`config.mk`:
```
export PLATFORM = sky130hd
export DESIGN_NAME = scr_irq_ctrl
export DESIGN_NICKNAME = d
export VERILOG_FILES = /design/src/rtl/scr_irq_pkg.sv /design/src/rtl/scr_irq_route.sv /design/src/rtl/scr_irq_regs.sv /design/src/rtl/scr_irq_pick.sv /design/src/rtl/scr_irq_ctrl.sv
export SDC_FILE = /design/constraint.sdc
export NUM_CORES = 1
export LEC_CHECK = 0
export ABC_AREA = 1
export BUFFER_PORTS_ARGS = -buffer_cell sky130_fd_sc_hd__buf_4
export CORE_ASPECT_RATIO = 0.75
export CORE_MARGIN = 3
export CORE_UTILIZATION = 44
export CTS_BUF_LIST = sky130_fd_sc_hd__clkbuf_8
export DETAILED_ROUTE_END_ITERATION = 8
export PLACE_DENSITY = 0.64
export SLEW_MARGIN = 20
export SYNTH_ARGS = -nofsm -noshare
export SYNTH_HDL_FRONTEND = slang
export SYNTH_SLANG_ARGS = --single-unit
```
`constraint.sdc`:
```
create_clock -name clk -period 4.8 [get_ports clk]
set_input_delay 0.24 -clock clk [delete_from_list [all_inputs] [get_ports clk]]
set_output_delay 0.24 -clock clk [all_outputs]
set_load 0.01 [all_outputs]
```
`src/rtl/scr_irq_pkg.sv`:
```
package scr_irq_pkg;
   localparam int SRC_N  = 64;
   localparam int WORD_W = 32;
   localparam int IDX_W  = $clog2(SRC_N);
   localparam int BIT_W  = $clog2(WORD_W);
   localparam int VEC_LO = WORD_W - IDX_W;

   typedef enum logic [2:0] {
      A_EN_HI   = 3'd0,
      A_EN_LO   = 3'd1,
      A_PEND_HI = 3'd2,
      A_PEND_LO = 3'd3,
      A_VEC     = 3'd4
   } reg_addr_e;

   // word index: 1 = high word, 0 = low word
   function automatic logic src_word(input int n);
      return ((n / 16) % 2) == 1;
   endfunction

   function automatic logic [BIT_W-1:0] src_bit(input int n);
      int b;
      if (n == 0)       b = 0;
      else if (n < 16)  b = 16 - n;
      else if (n < 19)  b = 18 - n;
      else if (n < 31)  b = 33 - n;
      else if (n == 31) b = 0;
      else if (n < 48)  b = 63 - n;
      else              b = n - 32;
      return b[BIT_W-1:0];
   endfunction
endpackage

```
`src/rtl/scr_irq_route.sv`:
```
module scr_irq_route
   import scr_irq_pkg::*;
#(
   parameter int NSRC = SRC_N,
   parameter int DW   = WORD_W
) (
   input  logic [NSRC-1:0]        set_i,
   input  logic [1:0][DW-1:0]     live_w,
   output logic [1:0][DW-1:0]     set_w,
   output logic [NSRC-1:0]        live_src
);
   always_comb begin
      set_w = '0;
      for (int n = 0; n < NSRC; n++)
         set_w[src_word(n)][src_bit(n)] = set_w[src_word(n)][src_bit(n)] | set_i[n];
   end

   for (genvar n = 0; n < NSRC; n++) begin : g_live
      assign live_src[n] = live_w[src_word(n)][src_bit(n)];
   end
endmodule

```
`src/rtl/scr_irq_regs.sv`:
```
module scr_irq_regs
   import scr_irq_pkg::*;
#(
   parameter int DW = WORD_W,
   parameter int AW = 3
) (
   input  logic                clk,
   input  logic                rst_n,
   input  logic                wr,
   input  logic [AW-1:0]       addr,
   input  logic [DW-1:0]       wdata,
   input  logic [1:0][DW-1:0]  set_w,
   output logic [1:0][DW-1:0]  en_q,
   output logic [1:0][DW-1:0]  pend_q
);
   for (genvar w = 0; w < 2; w++) begin : g_word
      localparam logic [AW-1:0] EN_A   = (w == 1) ? AW'(A_EN_HI)   : AW'(A_EN_LO);
      localparam logic [AW-1:0] PEND_A = (w == 1) ? AW'(A_PEND_HI) : AW'(A_PEND_LO);
      logic [DW-1:0] clr;
      assign clr = (wr && addr == PEND_A) ? wdata : '0;

      always_ff @(posedge clk) begin
         if (!rst_n) begin
            en_q[w]   <= '0;
            pend_q[w] <= '0;
         end else begin
            if (wr && addr == EN_A) en_q[w] <= wdata;
            pend_q[w] <= (pend_q[w] & ~clr) | set_w[w];
         end
      end
   end
endmodule

```
`src/rtl/scr_irq_pick.sv`:
```
module scr_irq_pick
   import scr_irq_pkg::*;
#(
   parameter int NSRC = SRC_N,
   parameter int IW   = IDX_W
) (
   input  logic [NSRC-1:0] live_src,
   output logic            any,
   output logic [IW-1:0]   idx
);
   always_comb begin
      idx = '0;
      for (int n = NSRC - 1; n >= 0; n--)
         if (live_src[n]) idx = IW'(n);
   end
   assign any = |live_src;
endmodule

```
`src/rtl/scr_irq_ctrl.sv`:
```
module scr_irq_ctrl
   import scr_irq_pkg::*;
#(
   parameter int NSRC = SRC_N,
   parameter int DW   = WORD_W,
   parameter int AW   = 3
) (
   input  logic            clk,
   input  logic            rst_n,
   input  logic [NSRC-1:0] set_i,
   input  logic            bus_wr,
   input  logic [AW-1:0]   bus_addr,
   input  logic [DW-1:0]   bus_wdata,
   output logic [DW-1:0]   bus_rdata,
   output logic            irq_o
);
   localparam int IW = $clog2(NSRC);
   localparam int VL = DW - IW;

   if (NSRC != 64 || DW != 32) begin : g_bad_size
      $error("scr_irq_ctrl: fixed map needs NSRC=64 and DW=32");
   end
   if (AW < 3) begin : g_bad_aw
      $error("scr_irq_ctrl: AW must be at least 3");
   end

   logic [1:0][DW-1:0] set_w, en_w, pend_w, live_w;
   logic [NSRC-1:0]    live_src;
   logic               any_live;
   logic [IW-1:0]      win_idx;
   logic [DW-1:0]      vec_w;

   scr_irq_route #(.NSRC(NSRC), .DW(DW)) u_route (
      .set_i(set_i), .live_w(live_w), .set_w(set_w), .live_src(live_src));

   scr_irq_regs #(.DW(DW), .AW(AW)) u_regs (
      .clk(clk), .rst_n(rst_n), .wr(bus_wr), .addr(bus_addr), .wdata(bus_wdata),
      .set_w(set_w), .en_q(en_w), .pend_q(pend_w));

   assign live_w = en_w & pend_w;

   scr_irq_pick #(.NSRC(NSRC), .IW(IW)) u_pick (
      .live_src(live_src), .any(any_live), .idx(win_idx));

   assign vec_w = any_live ? {win_idx, {VL{1'b0}}} : '0;
   assign irq_o = any_live;

   always_comb begin
      case (bus_addr)
         AW'(A_EN_HI):   bus_rdata = en_w[1];
         AW'(A_EN_LO):   bus_rdata = en_w[0];
         AW'(A_PEND_HI): bus_rdata = pend_w[1];
         AW'(A_PEND_LO): bus_rdata = pend_w[0];
         AW'(A_VEC):     bus_rdata = vec_w;
         default:        bus_rdata = '0;
      endcase
   end
endmodule

```
==> metrics, run 1 <==
status=completed; CORE AREA=13900 um^2; worst reg-to-reg path cell count=2; share of layout cells above drive strength 1=22.5%; worst hold margin=0.0240 ns; post-synthesis sequential area ratio=40.2%; IO Port Bufs=134; htree depth=4; Die Y=110 um; HP Class=primary input to flip-flop; area grow syn2layout=24.6%; DP Worst Slack=0.932 ns; CP max FO=2; setup violators final=0; critical path class=flip-flop to output pin; Tmin final=4.28 ns; YS warnings=0; Root Buffer=clkbuf_8; Placer Congestion=0.847; placed cells=1214; hold depth=3; Post-Syn Area=6380 um^2; fin area=7950 um^2; initial antenna violation count=0; vias in the first global route=6018; Synth Register Bits=128; num ports=135; Slew @ Worst Pin=0.730 ns; final hold violation count=0; gr usage total=24.4%; max-slew violations=0; Max Cap Violations=0; Reg area=2570 um^2; Rows=37; final worst slack=0.520 ns; CP max stage delay=0.33 ns; unrepaired setup endpoints after global routing=true; Final period util=89.2%; hold buffers post-CTS=0; die width=145 um; CTS clock-pin slew for the worst setup and hold paths=0.09 ns; Initial Utilization=45.8%; CP dominant cell by count=nand2_1; largest net degree at the start of global routing=66; Inserted Diodes=0; Starting DRT DRC Count=536; DR DRC count=0; post-synth cell types=28; fin cells=1247; Slew HR=51.2%; grt ovf=0; TritonCTS clock tree=done; PD cells=315 nW/um^2; # nets final=1141; fin util=57.1%; antenna-violating nets left=0; final WL=19.3 mm; arrival time worst endpoint=4.04 ns; hpwl dp=13.4 mm; maximum buffer depth of the clock tree=2; Routed WL per cell=15.5 um; Mapped Nets=1022; Multi-input gate area=3120 um^2; Syn Inst Count=920; Max IR drop VDD=0.176 mV; highest-count cells in the layout ignoring fill and taps=nand2_1 (168), buf_4 (142), inv_1 (138); die area=16000 um^2; Pre-Repair DR Iteration Count=6; CP required=4.56 ns; Leak Pwr=3.96 nW; Peak Freq=234 MHz; drt via density=5.19; first-pass GRT wire length=31.1 mm; placed inst area=7530 um^2; clk_skew=0 ns; Num CTS Buffers=17; Filler cells=1425; Crit. End Element=output pin; slowest CP cell=dfxtp_2; Worst setup SP type=flip-flop; most common cell after layout, fill and taps aside=nand2_1; Worst-Skew Late Latency=0.44 ns; clock sink total=128; syn_area_per_cell=6.93 um^2; via count=6469
-- routing by layer --
metal  track usage, %  wire [um]  vias up
met5                0          0        -
met2             36.1       7960      241
met3             6.09       1600       13
met1             36.5       9620     2932
met4             4.27        135        0
li1                 -          -     3283
-- worst max-delay path, delay by kind of cell, from the launching register on --
family	cells	cell delay, ns
flip-flops	1	0.33
buffers and inverters	2	0.17
AND/OR/NAND/NOR	63	3.05
-- what timing repair did --
| item | 4_1_cts | 5_1_grt |
|---|---|---|
| gates resized for setup | 0 | 9 |
| setup endpoints to repair | 0 | 1 |
| buffers inserted | 0 | 1 |
-- registers in the layout, summed over array words and instances, names as in the netlist --
register,flops
u_regs.en_q,64
u_regs.pend_q,64
-- through the flow --
step | power [mW] | setup TNS, ns
6_report | 2.51 | 0
4_1_cts | 2.51 | 0
2_1_floorplan | 1.41 | 0
5_1_grt | 2.62 | -0.214
3_3_place_gp | 1.57 | 0
3_5_place_dp | 1.58 | 0
-- cell type report --
type	count	share of cell area, %
flip-flops and latches	128	32.3
clock inverters	14	1.94
repair buffers	143	13.5
multi-input cells	606	39.3
inverters	143	6.75
clock buffers	18	3.12
well taps	195	3.07
-- power by group --
part           switching, mW  leakage [nW]  internal [mW]
sequential            0.0517          1.06           1.12
clock                  0.471         0.196          0.481
combinational          0.216          2.70          0.168
total                  0.739          3.96           1.77
-- kinds of logic after synthesis --
group	count (synthesis)	synth area share, %
AOI/OAI and AO/OA	334	29.1
and+or+nand+nor	272	19.5
buffers and inverters	186	11.2
DFF	128	40.2
-- synthesized netlist by cell type (all sizes together) --
cell type	count	area share, %
a31oi	4	0.39
nor2	38	2.2
inv	143	8.4
o21ai	132	10
o2111ai	4	0.55
buf	4	0.35
nand4	3	0.29
nand3	7	0.63
a22oi	29	3.4
nor3	3	0.24
clkbuf	39	2.5
nor4	3	0.29
a221oi	2	0.27
a21oi	130	10
o21bai	1	0.12
o31ai	2	0.24
o211ai	27	3.2
dfxtp	128	40
nand2	218	16
a2111oi	2	0.27
a31o	1	0.14
-- final timing paths --
kind	startpoint	end	slack, ns
setup / recovery	u_regs.en_q[63]$_SDFFE_PN0P_	bus_rdata[26]	0.52
hold / removal	set_i[37]	u_regs.pend_q[26]$_SDFF_PN0_	0.02
setup reg to reg	u_regs.en_q[28]$_SDFFE_PN0P_	u_regs.en_q[28]$_SDFFE_PN0P_	4.06
hold reg to reg	u_regs.en_q[47]$_SDFFE_PN0P_	u_regs.en_q[47]$_SDFFE_PN0P_	0.46
Power figures use the tool's default switching activity.
==> run 2, diff against run 1 <==
--- a/config.mk
+++ b/config.mk
@@ -7,7 +7,7 @@
 export LEC_CHECK = 0
 export ABC_AREA = 1
 export BUFFER_PORTS_ARGS = -buffer_cell sky130_fd_sc_hd__buf_4
-export CORE_ASPECT_RATIO = 0.75
+export CORE_ASPECT_RATIO = 1.75
 export CORE_MARGIN = 3
 export CORE_UTILIZATION = 44
 export CTS_BUF_LIST = sky130_fd_sc_hd__clkbuf_8
==> constraint.sdc (replaced) <==
create_clock -name clk -period 4.8 [get_ports clk]
set_input_delay 0.48 -clock clk [delete_from_list [all_inputs] [get_ports clk]]
set_output_delay 0.48 -clock clk [all_outputs]
set_load 0.01 [all_outputs]
==> metrics, run 2 (synthesis results as in run 1) <==
status=completed; IO Port Bufs=134; setup violators final=0; grt met3 use=4.16%; Filler cells=1447; Most Used Layer, Global Route=met2; Leak Pwr=3.96 nW; initial antenna violation count=0; share of layout cells above drive strength 1=22.7%; most common cell after layout, fill and taps aside=nand2_1; # nets final=1142; DR DRC count=0; Global Route met2 Usage=46.4%; Rows=57; delay-heaviest family, CP=simple AND/OR/NAND/NOR gates; first-pass GRT wire length=31.3 mm; Root Buffer=clkbuf_8; TritonCTS clock tree=done; PD cells=315 nW/um^2; largest net degree at the start of global routing=66; via count=6473; arrival time worst endpoint=4.06 ns; hold buffers post-CTS=0; slowest CP cell=dfxtp_2; clk_skew=0 ns; Initial Utilization=45.4%; maximum buffer depth of the clock tree=2; Reg area=2570 um^2; CORE AREA=14000 um^2; grt ovf=0; CP max stage delay=0.33 ns; Placer Congestion=0.860; final hold violation count=0; Worst-Skew Late Latency=0.43 ns; CTS clock-pin slew for the worst setup and hold paths=0.09 ns; final WL=19.7 mm; clock sink total=128; met1 usage=27.5%; CP dominant cell by count=nand2_1; Crit path buffers/inverters=2; Starting DRT DRC Count=329; Final period util=94.6%; final worst slack=0.257 ns; Multi-input gate area=3130 um^2; Worst setup SP type=flip-flop; Peak Freq=220 MHz; Pre-Repair DR Iteration Count=7; vias in the first global route=6158; Die Y=165 um; die width=97.0 um; CP required=4.32 ns; HP Class=primary input to flip-flop; area grow syn2layout=24.5%; Max Cap Violations=0; Tmin final=4.54 ns; PnR Total Power=2.50 mW; num ports=135; critical path class=flip-flop to output pin; Routed WL per cell=16.0 um; Max IR drop VDD=0.195 mV; unrepaired setup endpoints after global routing=true; hpwl dp=14.1 mm; Largest regs=u_regs.en_q (64), u_regs.pend_q (64); DP Worst Slack=0.678 ns; drt via density=5.26; setup TNS=0 ns; antenna-violating nets left=0; htree depth=4; gr usage total=24.8%; highest-count cells in the layout ignoring fill and taps=nand2_1 (166), buf_4 (143), inv_1 (138); max-slew violations=0; Crit. End Element=output pin; die area=16000 um^2; Slew HR=49.8%; Num CTS Buffers=17; Inserted Diodes=0; CP max FO=2; Slew @ Worst Pin=0.752 ns
run 2: cell type report:
type,instances,share of cell area (%)
flip-flops and latches,128,32.3
clock inverters,14,1.94
inverters,143,6.76
well taps,177,2.79
clock buffers,18,3.12
repair buffers,144,13.7
multi-input cells,606,39.4
run 2: path summary, 6_finish.rpt:
path,slack [ns],endpoint,startpoint,depth (start not counted)
min reg2reg,0.46,u_regs.en_q[47]$_SDFFE_PN0P_,u_regs.en_q[47]$_SDFFE_PN0P_,2
max reg2reg,4.05,u_regs.pend_q[49]$_SDFF_PN0_,u_regs.pend_q[49]$_SDFF_PN0_,2
min,0.28,u_regs.pend_q[25]$_SDFF_PN0_,set_i[38],3
max,0.26,bus_rdata[26],u_regs.pend_q[63]$_SDFF_PN0_,65
run 2: metal layers:
metal	up-vias	wire length, um
li1	3284	-
met1	2943	7610
met2	208	10500
met3	38	1010
met4	0	574
met5	-	0
run 2: where the power goes:
group	leakage (nW)	switching, mW	total (mW)	internal, mW
clock	0.196	0.462	0.944	0.482
sequential	1.06	0.0508	1.17	1.12
combinational	2.71	0.218	0.387	0.169
total	3.96	0.731	2.50	1.77
run 2: stage by stage:
stage | util [%] | hold slack, ns | instance area, um^2 | cells
after floorplan | - | 0.430 | 6380 | 920
after global placement | 53.5 | 0.445 | 7510 | 1197
after detailed placement | 53.5 | 0.456 | 7510 | 1197
after CTS | 56.3 | 0.256 | 7910 | 1229
after global routing | 56.5 | 0.254 | 7940 | 1230
final | 56.5 | 0.277 | 7940 | 1230
run 2: repair_timing:
action | 4_1_cts | 5_1_grt
buffers inserted | 0 | 1
gates resized for setup | 0 | 10
setup endpoints to repair | 0 | 1
run 2: worst min-delay path, stage by stage:
cell and delay [ns]:
buf_4 0.11, inv_1 0.04, a21oi_1 0.05
==> run 3, diff against run 2 <==
--- a/config.mk
+++ b/config.mk
@@ -6,7 +6,7 @@
 export NUM_CORES = 1
 export LEC_CHECK = 0
 export ABC_AREA = 1
-export BUFFER_PORTS_ARGS = -buffer_cell sky130_fd_sc_hd__buf_4
+export BUFFER_PORTS_ARGS = -buffer_cell sky130_fd_sc_hd__buf_2
 export CORE_ASPECT_RATIO = 1.75
 export CORE_MARGIN = 3
 export CORE_UTILIZATION = 44
==> constraint.sdc (replaced) <==
create_clock -name clk -period 5.15 [get_ports clk]
set_input_delay 0.515 -clock clk [delete_from_list [all_inputs] [get_ports clk]]
set_output_delay 0.515 -clock clk [all_outputs]
set_load 0.01 [all_outputs]
==> metrics, run 3 (synthesis results as in run 1) <==
Clk pwr share=40.5%; Slew @ Worst Pin=0.770 ns; grt ovf=0; Initial Utilization=45.4%; die area=16000 um^2; num ports=135; CP max stage delay=0.33 ns; critical path class=flip-flop to output pin; setup violators final=0; vias in the first global route=6265; Worst setup SP type=flip-flop; arrival time worst endpoint=4.10 ns; Crit. End Element=output pin; Tmin final=4.61 ns; Worst-Skew Late Latency=0.44 ns; slowest CP cell=dfxtp_2; Inserted Diodes=0; first-pass GRT wire length=30.9 mm; initial antenna violation count=0; antenna-violating nets left=0; htree depth=4; Routed WL per cell=15.9 um; Rows=57; Multi-input gate area=3120 um^2; Max IR drop VDD=0.156 mV; Die Y=165 um; Filler cells=1524; drt via density=5.27; PD cells=312 nW/um^2; CORE AREA=14000 um^2; most common cell after layout, fill and taps aside=nand2_1; gr usage total=24.6%; Starting DRT DRC Count=308; unrepaired setup endpoints after global routing=true; DR DRC count=0; max-slew violations=0; Num CTS Buffers=17; Largest regs=u_regs.en_q (64), u_regs.pend_q (64); hold buffers post-CTS=0; via count=6488; CP required=4.64 ns; clk_skew=0 ns; IO Port Bufs=134; TritonCTS clock tree=done; Slew HR=48.6%; Logic pwr share=13.8%; Final period util=89.5%; CTS clock-pin slew for the worst setup and hold paths=0.08 ns; Pre-Repair DR Iteration Count=5; Peak Freq=217 MHz; internal power=1.73 mW; Leak Pwr=3.90 nW; largest net degree at the start of global routing=65; final worst slack=0.538 ns; DP Worst Slack=0.992 ns; Flop pwr share=45.7%; # nets final=1143; maximum buffer depth of the clock tree=2; HP Class=primary input to flip-flop; status=completed; CP max FO=3; share of layout cells above drive strength 1=22.4%; area grow syn2layout=20.0%; highest-count cells in the layout ignoring fill and taps=nand2_1 (168), inv_1 (140), buf_2 (133); hpwl dp=14.0 mm; worst r2r src=u_regs.pend_q[61]$_SDFF_PN0_; CP dominant cell by count=nand2_1; Root Buffer=clkbuf_8; clock sink total=128; Max Cap Violations=0; sw frac=27.8%; Hold Startpoint=set_i[39]; die width=97.0 um; final hold violation count=0; Reg area=2570 um^2; Placer Congestion=0.857; worst setup path startpoint=u_regs.pend_q[63]$_SDFF_PN0_; switching power=0.663 mW; PnR Total Power=2.39 mW; final WL=19.6 mm
==> run 3: cell count changes in the layout (fill, tap and decap cells not counted), sizes merged <==
cell	change
buf	+1
inv	-2
bufinv	+2
clkbuf	+1
clkinv	-1
==> run 3: power by group through the flow <==
stage	clock network, mW	logic, mW	registers, mW
6_report	0.968	0.330	1.09
5_1_grt	1.03	0.379	1.10
4_1_cts	0.980	0.329	1.09
3_5_place_dp	0	0.328	1.11
3_3_place_gp	0	0.326	1.11
2_1_floorplan	0	0.210	1.10
==> run 3: repair_timing <==
| item | 4_1_cts | 5_1_grt |
|---|---|---|
| buffers inserted | 0 | 1 |
| gates resized for setup | 0 | 7 |
| setup endpoints to repair | 0 | 1 |
==> run 3: cell type report <==
type                       count  area share [%]
clock buffer                  19            3.42
clock inverter                13            2.44
inverter                     143            7.01
multi-input combinational    606            40.8
sequential                   128            33.5
tap                          177            2.89
timing repair buffer         145            9.92
==> run 3: worst max-delay path, delay by kind of cell, from the launching register on <==
| family | cells | cell delay, ns |
|---|---|---|
| DFF | 1 | 0.33 |
| buffers and inverters | 2 | 0.18 |
| and+or+nand+nor | 63 | 3.12 |
==> run 3: final timing paths <==
path / end / cells past startpoint / slack, ns
worst max-delay path: bus_rdata[26] / 65 / 0.54
worst max register to register: u_regs.pend_q[61]$_SDFF_PN0_ / 2 / 4.28
worst min-delay path: u_regs.pend_q[24]$_SDFF_PN0_ / 3 / 0.29
worst min register to register: u_regs.en_q[47]$_SDFFE_PN0P_ / 2 / 0.46
==> run 3: metal layers <==
| metal | up-vias | track usage (%) | share of wire [%] |
|---|---|---|---|
| met5 | - | 0 | 0 |
| met2 | 178 | 46.1 | 53 |
| li1 | 3288 | - | - |
| met3 | 50 | 4.25 | 4.4 |
| met4 | 0 | 12.3 | 3.9 |
| met1 | 2972 | 26.4 | 39 |
==> run 3: through the flow <==
| stage | instance area (um^2) | hold WS [ns] | util, % | setup TNS, ns | instances |
|---|---|---|---|---|---|
| 2_1_floorplan | 6380 | 0.430 | - | 0 | 920 |
| 3_3_place_gp | 7180 | 0.439 | 51.1 | 0 | 1198 |
| 3_5_place_dp | 7180 | 0.447 | 51.1 | 0 | 1198 |
| 4_1_cts | 7630 | 0.279 | 54.3 | 0 | 1230 |
| 5_1_grt | 7660 | 0.283 | 54.5 | -0.203 | 1231 |
| 6_report | 7660 | 0.292 | 54.5 | 0 | 1231 |
